`src/rtl/txsup_pkg.sv`:
```
package txsup_pkg;

    // Phases of the post-frame heartbeat sequencer
    typedef enum logic [1:0] {
        SQE_IDLE = 2'd0,
        SQE_WAIT = 2'd1,
        SQE_FIRE = 2'd2
    } sqe_phase_e;

endpackage

```
`src/rtl/txsup_jabber.sv`:
```
module txsup_jabber #(
    parameter int unsigned LIMIT_CYC = 1_000_000,
    parameter int unsigned QUIET_CYC = 10_000_000
) (
    input  logic clk_i,
    input  logic rst_ni,
    input  logic tx_en_i,
    input  logic jab_dis_i,
    output logic jab_o
);

    localparam int unsigned RW = (LIMIT_CYC > 2) ? $clog2(LIMIT_CYC) : 1;
    localparam int unsigned QW = (QUIET_CYC > 2) ? $clog2(QUIET_CYC) : 1;
    localparam logic [RW-1:0] RUN_LAST   = RW'(LIMIT_CYC - 1);
    localparam logic [QW-1:0] QUIET_LAST = QW'(QUIET_CYC - 1);

    typedef struct packed {
        logic          jab;
        logic [RW-1:0] run;
        logic [QW-1:0] quiet;
    } jab_state_t;

    jab_state_t state_d, state_q;

    always_comb begin
        state_d = state_q;
        if (jab_dis_i) begin
            state_d.jab   = 1'b0;
            state_d.run   = '0;
            state_d.quiet = '0;
        end else if (!state_q.jab) begin
            state_d.quiet = '0;
            if (tx_en_i) begin
                if (state_q.run == RUN_LAST) begin
                    state_d.jab = 1'b1;
                    state_d.run = '0;
                end else begin
                    state_d.run = state_q.run + 1'b1;
                end
            end else begin
                state_d.run = '0;
            end
        end else begin
            state_d.run = '0;
            if (tx_en_i) begin
                state_d.quiet = '0;
            end else if (state_q.quiet == QUIET_LAST) begin
                state_d.jab   = 1'b0;
                state_d.quiet = '0;
            end else begin
                state_d.quiet = state_q.quiet + 1'b1;
            end
        end
    end

    always_ff @(posedge clk_i or negedge rst_ni) begin
        if (!rst_ni) state_q <= '0;
        else         state_q <= state_d;
    end

    assign jab_o = state_q.jab;

endmodule

```
`src/rtl/txsup_sqe.sv`:
```
module txsup_sqe
    import txsup_pkg::*;
#(
    parameter int unsigned DELAY_CYC = 20,
    parameter int unsigned WIDTH_CYC = 20
) (
    input  logic clk_i,
    input  logic rst_ni,
    input  logic tx_en_i,
    input  logic jab_i,
    input  logic link_fail_i,
    output logic pulse_o
);

    localparam int unsigned MAXC = (DELAY_CYC > WIDTH_CYC) ? DELAY_CYC : WIDTH_CYC;
    localparam int unsigned CW   = (MAXC > 2) ? $clog2(MAXC) : 1;
    localparam logic [CW-1:0] WAIT_LAST = CW'(DELAY_CYC - 1);
    localparam logic [CW-1:0] FIRE_LAST = CW'(WIDTH_CYC - 1);

    typedef struct packed {
        sqe_phase_e    phase;
        logic          en_prev;
        logic [CW-1:0] cnt;
    } sqe_state_t;

    sqe_state_t state_d, state_q;
    logic       abort;

    assign abort = tx_en_i | jab_i | link_fail_i;

    always_comb begin
        state_d         = state_q;
        state_d.en_prev = tx_en_i;
        unique case (state_q.phase)
            SQE_IDLE: begin
                if (state_q.en_prev && !abort) begin
                    state_d.phase = SQE_WAIT;
                    state_d.cnt   = '0;
                end
            end
            SQE_WAIT: begin
                if (abort) begin
                    state_d.phase = SQE_IDLE;
                end else if (state_q.cnt == WAIT_LAST) begin
                    state_d.phase = SQE_FIRE;
                    state_d.cnt   = '0;
                end else begin
                    state_d.cnt = state_q.cnt + 1'b1;
                end
            end
            SQE_FIRE: begin
                if (abort || state_q.cnt == FIRE_LAST) begin
                    state_d.phase = SQE_IDLE;
                    state_d.cnt   = '0;
                end else begin
                    state_d.cnt = state_q.cnt + 1'b1;
                end
            end
            default: state_d.phase = SQE_IDLE;
        endcase
    end

    always_ff @(posedge clk_i or negedge rst_ni) begin
        if (!rst_ni) state_q <= '{phase: SQE_IDLE, en_prev: 1'b0, cnt: '0};
        else         state_q <= state_d;
    end

    assign pulse_o = (state_q.phase == SQE_FIRE);

endmodule

```
`src/rtl/tx_supervisor.sv`:
```
module tx_supervisor #(
    parameter int unsigned JAB_LIMIT_CYC = 1_000_000,
    parameter int unsigned JAB_QUIET_CYC = 10_000_000,
    parameter int unsigned SQE_DELAY_CYC = 20,
    parameter int unsigned SQE_WIDTH_CYC = 20
) (
    input  logic clk_i,
    input  logic rst_ni,
    input  logic tx_en_i,
    input  logic rx_active_i,
    input  logic link_fail_i,
    input  logic jab_dis_i,
    input  logic full_dup_i,
    input  logic loopback_i,
    output logic tx_out_en_o,
    output logic col_o,
    output logic jab_n_o,
    output logic col_led_n_o
);

    typedef struct packed {
        logic coll;
    } top_state_t;

    top_state_t state_d, state_q;
    logic       jab;
    logic       sqe_pulse;

    txsup_jabber #(
        .LIMIT_CYC (JAB_LIMIT_CYC),
        .QUIET_CYC (JAB_QUIET_CYC)
    ) i_jabber (
        .clk_i     (clk_i),
        .rst_ni    (rst_ni),
        .tx_en_i   (tx_en_i),
        .jab_dis_i (jab_dis_i),
        .jab_o     (jab)
    );

    txsup_sqe #(
        .DELAY_CYC (SQE_DELAY_CYC),
        .WIDTH_CYC (SQE_WIDTH_CYC)
    ) i_sqe (
        .clk_i       (clk_i),
        .rst_ni      (rst_ni),
        .tx_en_i     (tx_en_i),
        .jab_i       (jab),
        .link_fail_i (link_fail_i),
        .pulse_o     (sqe_pulse)
    );

    always_comb begin
        state_d      = state_q;
        state_d.coll = tx_en_i & rx_active_i & ~full_dup_i & ~loopback_i;
    end

    always_ff @(posedge clk_i or negedge rst_ni) begin
        if (!rst_ni) state_q <= '0;
        else         state_q <= state_d;
    end

    assign tx_out_en_o = tx_en_i & ~jab;
    assign col_o       = jab | state_q.coll | sqe_pulse;
    assign jab_n_o     = ~jab;
    assign col_led_n_o = ~(jab | state_q.coll);

endmodule

```
`config.mk`:
```
export PLATFORM = sky130hd
export DESIGN_NAME = tx_supervisor
export DESIGN_NICKNAME = d
export VERILOG_FILES = /design/src/rtl/txsup_pkg.sv /design/src/rtl/txsup_jabber.sv /design/src/rtl/txsup_sqe.sv /design/src/rtl/tx_supervisor.sv
export SDC_FILE = /design/constraint.sdc
export NUM_CORES = 1
export LEC_CHECK = 0
export BUFFER_PORTS_ARGS = -buffer_cell sky130_fd_sc_hd__buf_2
export CAP_MARGIN = 40
export CORE_ASPECT_RATIO = 1.25
export CORE_MARGIN = 2
export CORE_UTILIZATION = 45
export DETAILED_ROUTE_END_ITERATION = 7
export HOLD_SLACK_MARGIN = 0.02
export PLACE_DENSITY = 0.66
export SLEW_MARGIN = 15
export SYNTH_ARGS = -nofsm -noshare
export SYNTH_HDL_FRONTEND = slang
export SYNTH_SLANG_ARGS = --single-unit
```
`constraint.sdc`:
```
create_clock -name clk_i -period 2.8 [get_ports clk_i]
set_clock_uncertainty 0.1 [all_clocks]
set_input_delay 0.56 -clock clk_i [delete_from_list [all_inputs] [get_ports clk_i]]
set_output_delay 0.56 -clock clk_i [all_outputs]
set_load 0.02 [all_outputs]
```
After elaboration in Yosys (flattened, before gate mapping):

Index checks and enable logic that the tools add are counted.

* flip-flop bits (word level): 54
* input port bits: 8
* output and inout port bits: 4

* $add $sub $neg: 3
* equality and inequality tests: 9
* mux-type cells: 20
* bitwise logic cells: 12
* reductions and logical operators: 7

Operators by type and width (number)
* 45-bit two-way mux: 2
* 24-bit two-way mux: 2
* 20-bit two-way mux: 2
* 24-bit by 1-bit adder with 24-bit output (second input constant): 1
* 24-bit equality test (second input constant): 1
* 20-bit by 1-bit adder with 20-bit output (second input constant): 1
* 20-bit equality test (second input constant): 1
* 5-bit two-way mux: 4
* 5-bit one-hot mux with 3 select lines: 1
* 2-bit two-way mux: 4
* 2-bit one-hot mux with 3 select lines: 1
* 3-bit AND reduction: 2
* 5-bit by 1-bit adder with 5-bit output (second input constant): 1
* 5-bit equality test (second input constant): 1
* 1-bit AND: 4
* 1-bit two-way mux: 4
* 2-bit by 1-bit inequality test with 1-bit output (second input constant): 2
* 1-bit inverter: 4
* 1-bit bitwise OR: 4
* 3-bit by 1-bit inequality test with 1-bit output (second input constant): 1
* 3-bit nonzero test: 1
* 2-bit by 1-bit equality test with 1-bit output (second input constant): 1
* 2-bit equality test (second input constant): 1
* 2-bit zero test: 1
* 4 further kinds: 4

Longest topological paths before layout:

* depth after elaboration: 6
* depth in mapped cells: 6
* depth with buffers taken out: 6

Hierarchy:

From an unflattened synthesis, not the netlist that was laid out.

* cells, all modules: 287
* area total of the unflattened synthesis: 2854.0 um2

Modules (own cells, without submodules)
* txsup_jabber: times used 1, cells each 232, area each 2280.9 um2, seq. area each 1126.1 um2
* txsup_sqe: times used 1, cells each 49, area each 515.5 um2, seq. area each 200.2 um2
* tx_supervisor: times used 1, cells each 6, area each 57.6 um2, seq. area each 25.0 um2

Worst setup path after synthesis:

No wires, ideal clock.

* kind: register -> register
* from: register i_jabber.state_q[0] in the netlist's numbering
* to: register i_jabber.state_q[18] in the netlist's numbering
* data arrival time: 1.850 ns
* required time: 2.570 ns
* setup slack: 0.720 ns
* stages on the path, launching flop included: 7
* path buffers: 1
* cells stage by stage: dfrtp_1 -> ha_1 -> nand4_1 -> or4b_1 -> o21ai_1 -> buf_4 -> a21oi_1

RTL lines
* start: declaration: RTL line txsup_jabber.sv:23 `jab_state_t state_d, state_q;`
* start signal: assignment: RTL line txsup_jabber.sv:58 `else state_q <= state_d;`

==> impl_metrics.csv <==
group,metric,value,unit
outcome,status,"complete, no violations",
clocking,post-cts-setup-buffers,0,
clocking,cts_tree,"yes",
die,rows,32,
worst_setup_path,start_kind,"flop",
place,place_congestion,0.8528,
cells_and_area,area_growth_syn_to_layout,9.048,%
worst_setup_path,cp_data_arrival_time,2320,ps
power,netSwitchingFraction,0.2702,
timing,rsz0062_at_grt,"false",
worst_setup_path,regToRegStartpoint,"i_jabber.state_q[37]",
global_routing,grt_pass1_vias,2089,
worst_setup_path,crit_path_start,"i_jabber.state_q[37]",
detailed_routing,viasPerCell,5.631,
power,power.density,515.0,nW/um^2
power,vdd_drop_max,0.2214,mV
synth,ys_seq_area_frac,0.4653,
timing,fin_crit_sh,0.8028,
timing,min_period,2248,ps
die,die_h,93.82,um
clocking,htreeDepth,2,
synth,synth_top_area_frac,0.4653,
synth,syn-cell-area,2904,um^2
timing,relSlewSlack,0.4920,
timing,worstMarginPinSlew,762.0,ps
clocking,postCtsHoldBufs,0,
detailed_routing,ant_nets,0,
clocking,clk-insertion-delay-late,300,ps
power,p_seq_frac,0.510,
power,p_clk_frac,0.301,
synth,yosys_warnings,0,
detailed_routing,dr.pass1.iters,4,
cells_and_area,final_layout_size_suffix_gt1_frac,0.1150,
worst_setup_path,required,2870,ps
place,dpl.hpwl,4.028,mm
cells_and_area,fillers,589,
synth,synth_flop_cell,"dfrtp_1",
die,initial_core_util,0.4679,
power,intPower,0.001190,W
detailed_routing,vias,2241,
power,combPwrFrac,0.189,
cells_and_area,regArea,1351,um^2
cells_and_area,stdcell_count,398,
power,p_sw,0.0004407,W
synth,synth_top_cell_by_area,"dfrtp_1",
global_routing,overflow,0,
detailed_routing,drtIter0Drc,76,
die,die_w,75.85,um
place,portBuffers,11,
detailed_routing,wl_per_cell,13.96,um
clocking,cts_made_buffers,5,
synth,syn_inst,298,
cells_and_area,multi_input_area,1465,um^2
synth,yosysUniqueCellTypes,49,
worst_setup_path,critPathMaxFanout,20,
clocking,clk_pin_slew_worst_paths,90,ps
die,dieArea,7116,um^2
power,power_leakage,1.233,nW
timing,fmax,444.9,MHz
worst_setup_path,endpoint_kind,"flop",
cells_and_area,antenna_cells,0,
synth,synthArstFlopShare,1.000,
detailed_routing,routed_wl,5.558,mm
timing,final-setup-viol-count,0,
synth,syn_nets,313,
global_routing,grt_start_max_net_pins,35,
synth,ys_ff_latch,54,
timing,slew_viol_final,0,
clocking,cts_root_buf,"clkbuf_8",
die,core_area,6206,um^2
worst_setup_path,crit_slowest_cell,"or4b_2",
timing,final.setup.tns,0,ps
job,drv_cap,0,
timing,hold_violations,0,
synth,synth_area_leaders,"dfrtp_1 47%, xnor2_1 4.8%, nor2_1 4.4%, xor2_1 3.3%, ha_1 3.0%",
synth,synth-edff-count,0,
worst_setup_path,slowest_delay,680,ps
worst_setup_path,cp_cell_sequence,"or4b_2 -> nor4_1 -> a31o_2 -> nor2_1",
clocking,clock-sinks,54,
clocking,cts_resized,0,
synth,avgSynthCellArea,9.745,um^2
global_routing,grt_pass1_wl,9.756,mm
clocking,cts_buffer_depth,2,
worst_setup_path,path_class,"reg -> reg",
global_routing,antenna_found_initial,0,
die,pin_count,12,
min_path,hold_path.class,"in -> async",
global_routing,track_usage,0.1764,
place,dpl.cell_count,390,
cells_and_area,final_net_count,327,
detailed_routing,post-route-drc-count,0,
-- layout by cell type, fill, tap and decap left out, drive strengths merged, types with 9 or more instances in the layout --
cell   count
dfrtp     54
nor2      34
nand2     19
nand3     17
xnor2     16
buf       16
a21oi     14
inv       11
xor2      11
nand4     10
nor3       9
-- kinds of logic (layout without fill, tap and decap cells) --
family,Yosys count,count (layout),share of synthesized area
compound gates,42,42,0.09566
xor+xnor,27,27,0.08143
fa+ha+maj,7,7,0.03016
buf+inv,20,35,0.03016
flops,54,54,0.4653
mux,4,4,0.01465
simple gates,144,144,0.2826
-- sequential cells by signal, indices dropped and copies added, names as in the netlist --
name              count
i_jabber.jab_o        1
i_jabber.state_q     44
i_sqe.state_q         8
state_q               1
-- power by group through the flow --
stage,clock network [W],logic (W),registers (W)
floorplan,0,0.000232,0.000842
global placement,0,0.000302,0.000846
detailed placement,0,0.000313,0.000848
CTS,0.000507,0.000312,0.000833
global route,0.000545,0.000350,0.000839
finish,0.000490,0.000309,0.000832
-- cell usage after synthesis (all sizes together), types with 3 or more instances --
cell type / instances
inv: 11
nand2: 19
nand3: 17
or4: 7
nor3: 9
dfrtp: 54
nor2b: 3
nor4b: 5
or3: 8
or4b: 3
o221ai: 3
clkbuf: 3
nand4: 10
xor2: 11
and3: 5
a21oi: 14
nor4: 8
buf: 6
xnor2: 16
and4: 5
o31ai: 5
nor2: 34
o21ai: 8
ha: 7
-- path summary, 6_finish.rpt --
check | slack (ps) | to | cells past startpoint
max in group asynchronous | 1730 | i_jabber.state_q[7] | 2
hold / removal | 230 | i_jabber.state_q[2] | 1
setup / recovery | 550 | i_jabber.state_q[27] | 4
min in group clk_i | 320 | state_q | 2
hold reg to reg | 390 | i_jabber.state_q[24] | 1
setup reg to reg | 550 | i_jabber.state_q[27] | 4
-- final cells by class --
type	instances	share of cell area
multi-input combinational	224	0.4627
sequential	54	0.4267
clock buffer	8	0.03477
tap	85	0.03358
timing repair buffer	16	0.02924
inverter	11	0.01304
-- metal layers --
| layer | GRT usage | vias up | wire length (um) |
|---|---|---|---|
| li1 | - | 1115 | - |
| met1 | 0.2385 | 1091 | 2699 |
| met2 | 0.2852 | 30 | 2640 |
| met3 | 0.03326 | 5 | 156 |
| met4 | 0.04825 | 0 | 61 |
| met5 | 0 | - | 0 |
-- through the flow --
step	setup slack (ps)	hold slack, ps	area, um^2	utilization	total power [W]
after floorplan	720.4	164.4	2904	-	0.001073
after global placement	614.9	371.5	3057	0.4925	0.001147
after detailed placement	561.9	382.2	3057	0.4925	0.001161
after CTS	548.7	248.2	3167	0.5103	0.001652
after global routing	428.9	268.6	3167	0.5103	0.001735
final	552.3	227.3	3167	0.5103	0.001631
-- worst max-delay path: cells and delay by family, from the launching register on --
family             cells  cell delay (ps)
AOI/OAI and AO/OA      1              470
DFF                    1              430
and+or+nand+nor        3             1110
Note: power is estimated with default switching activity, not from simulation.
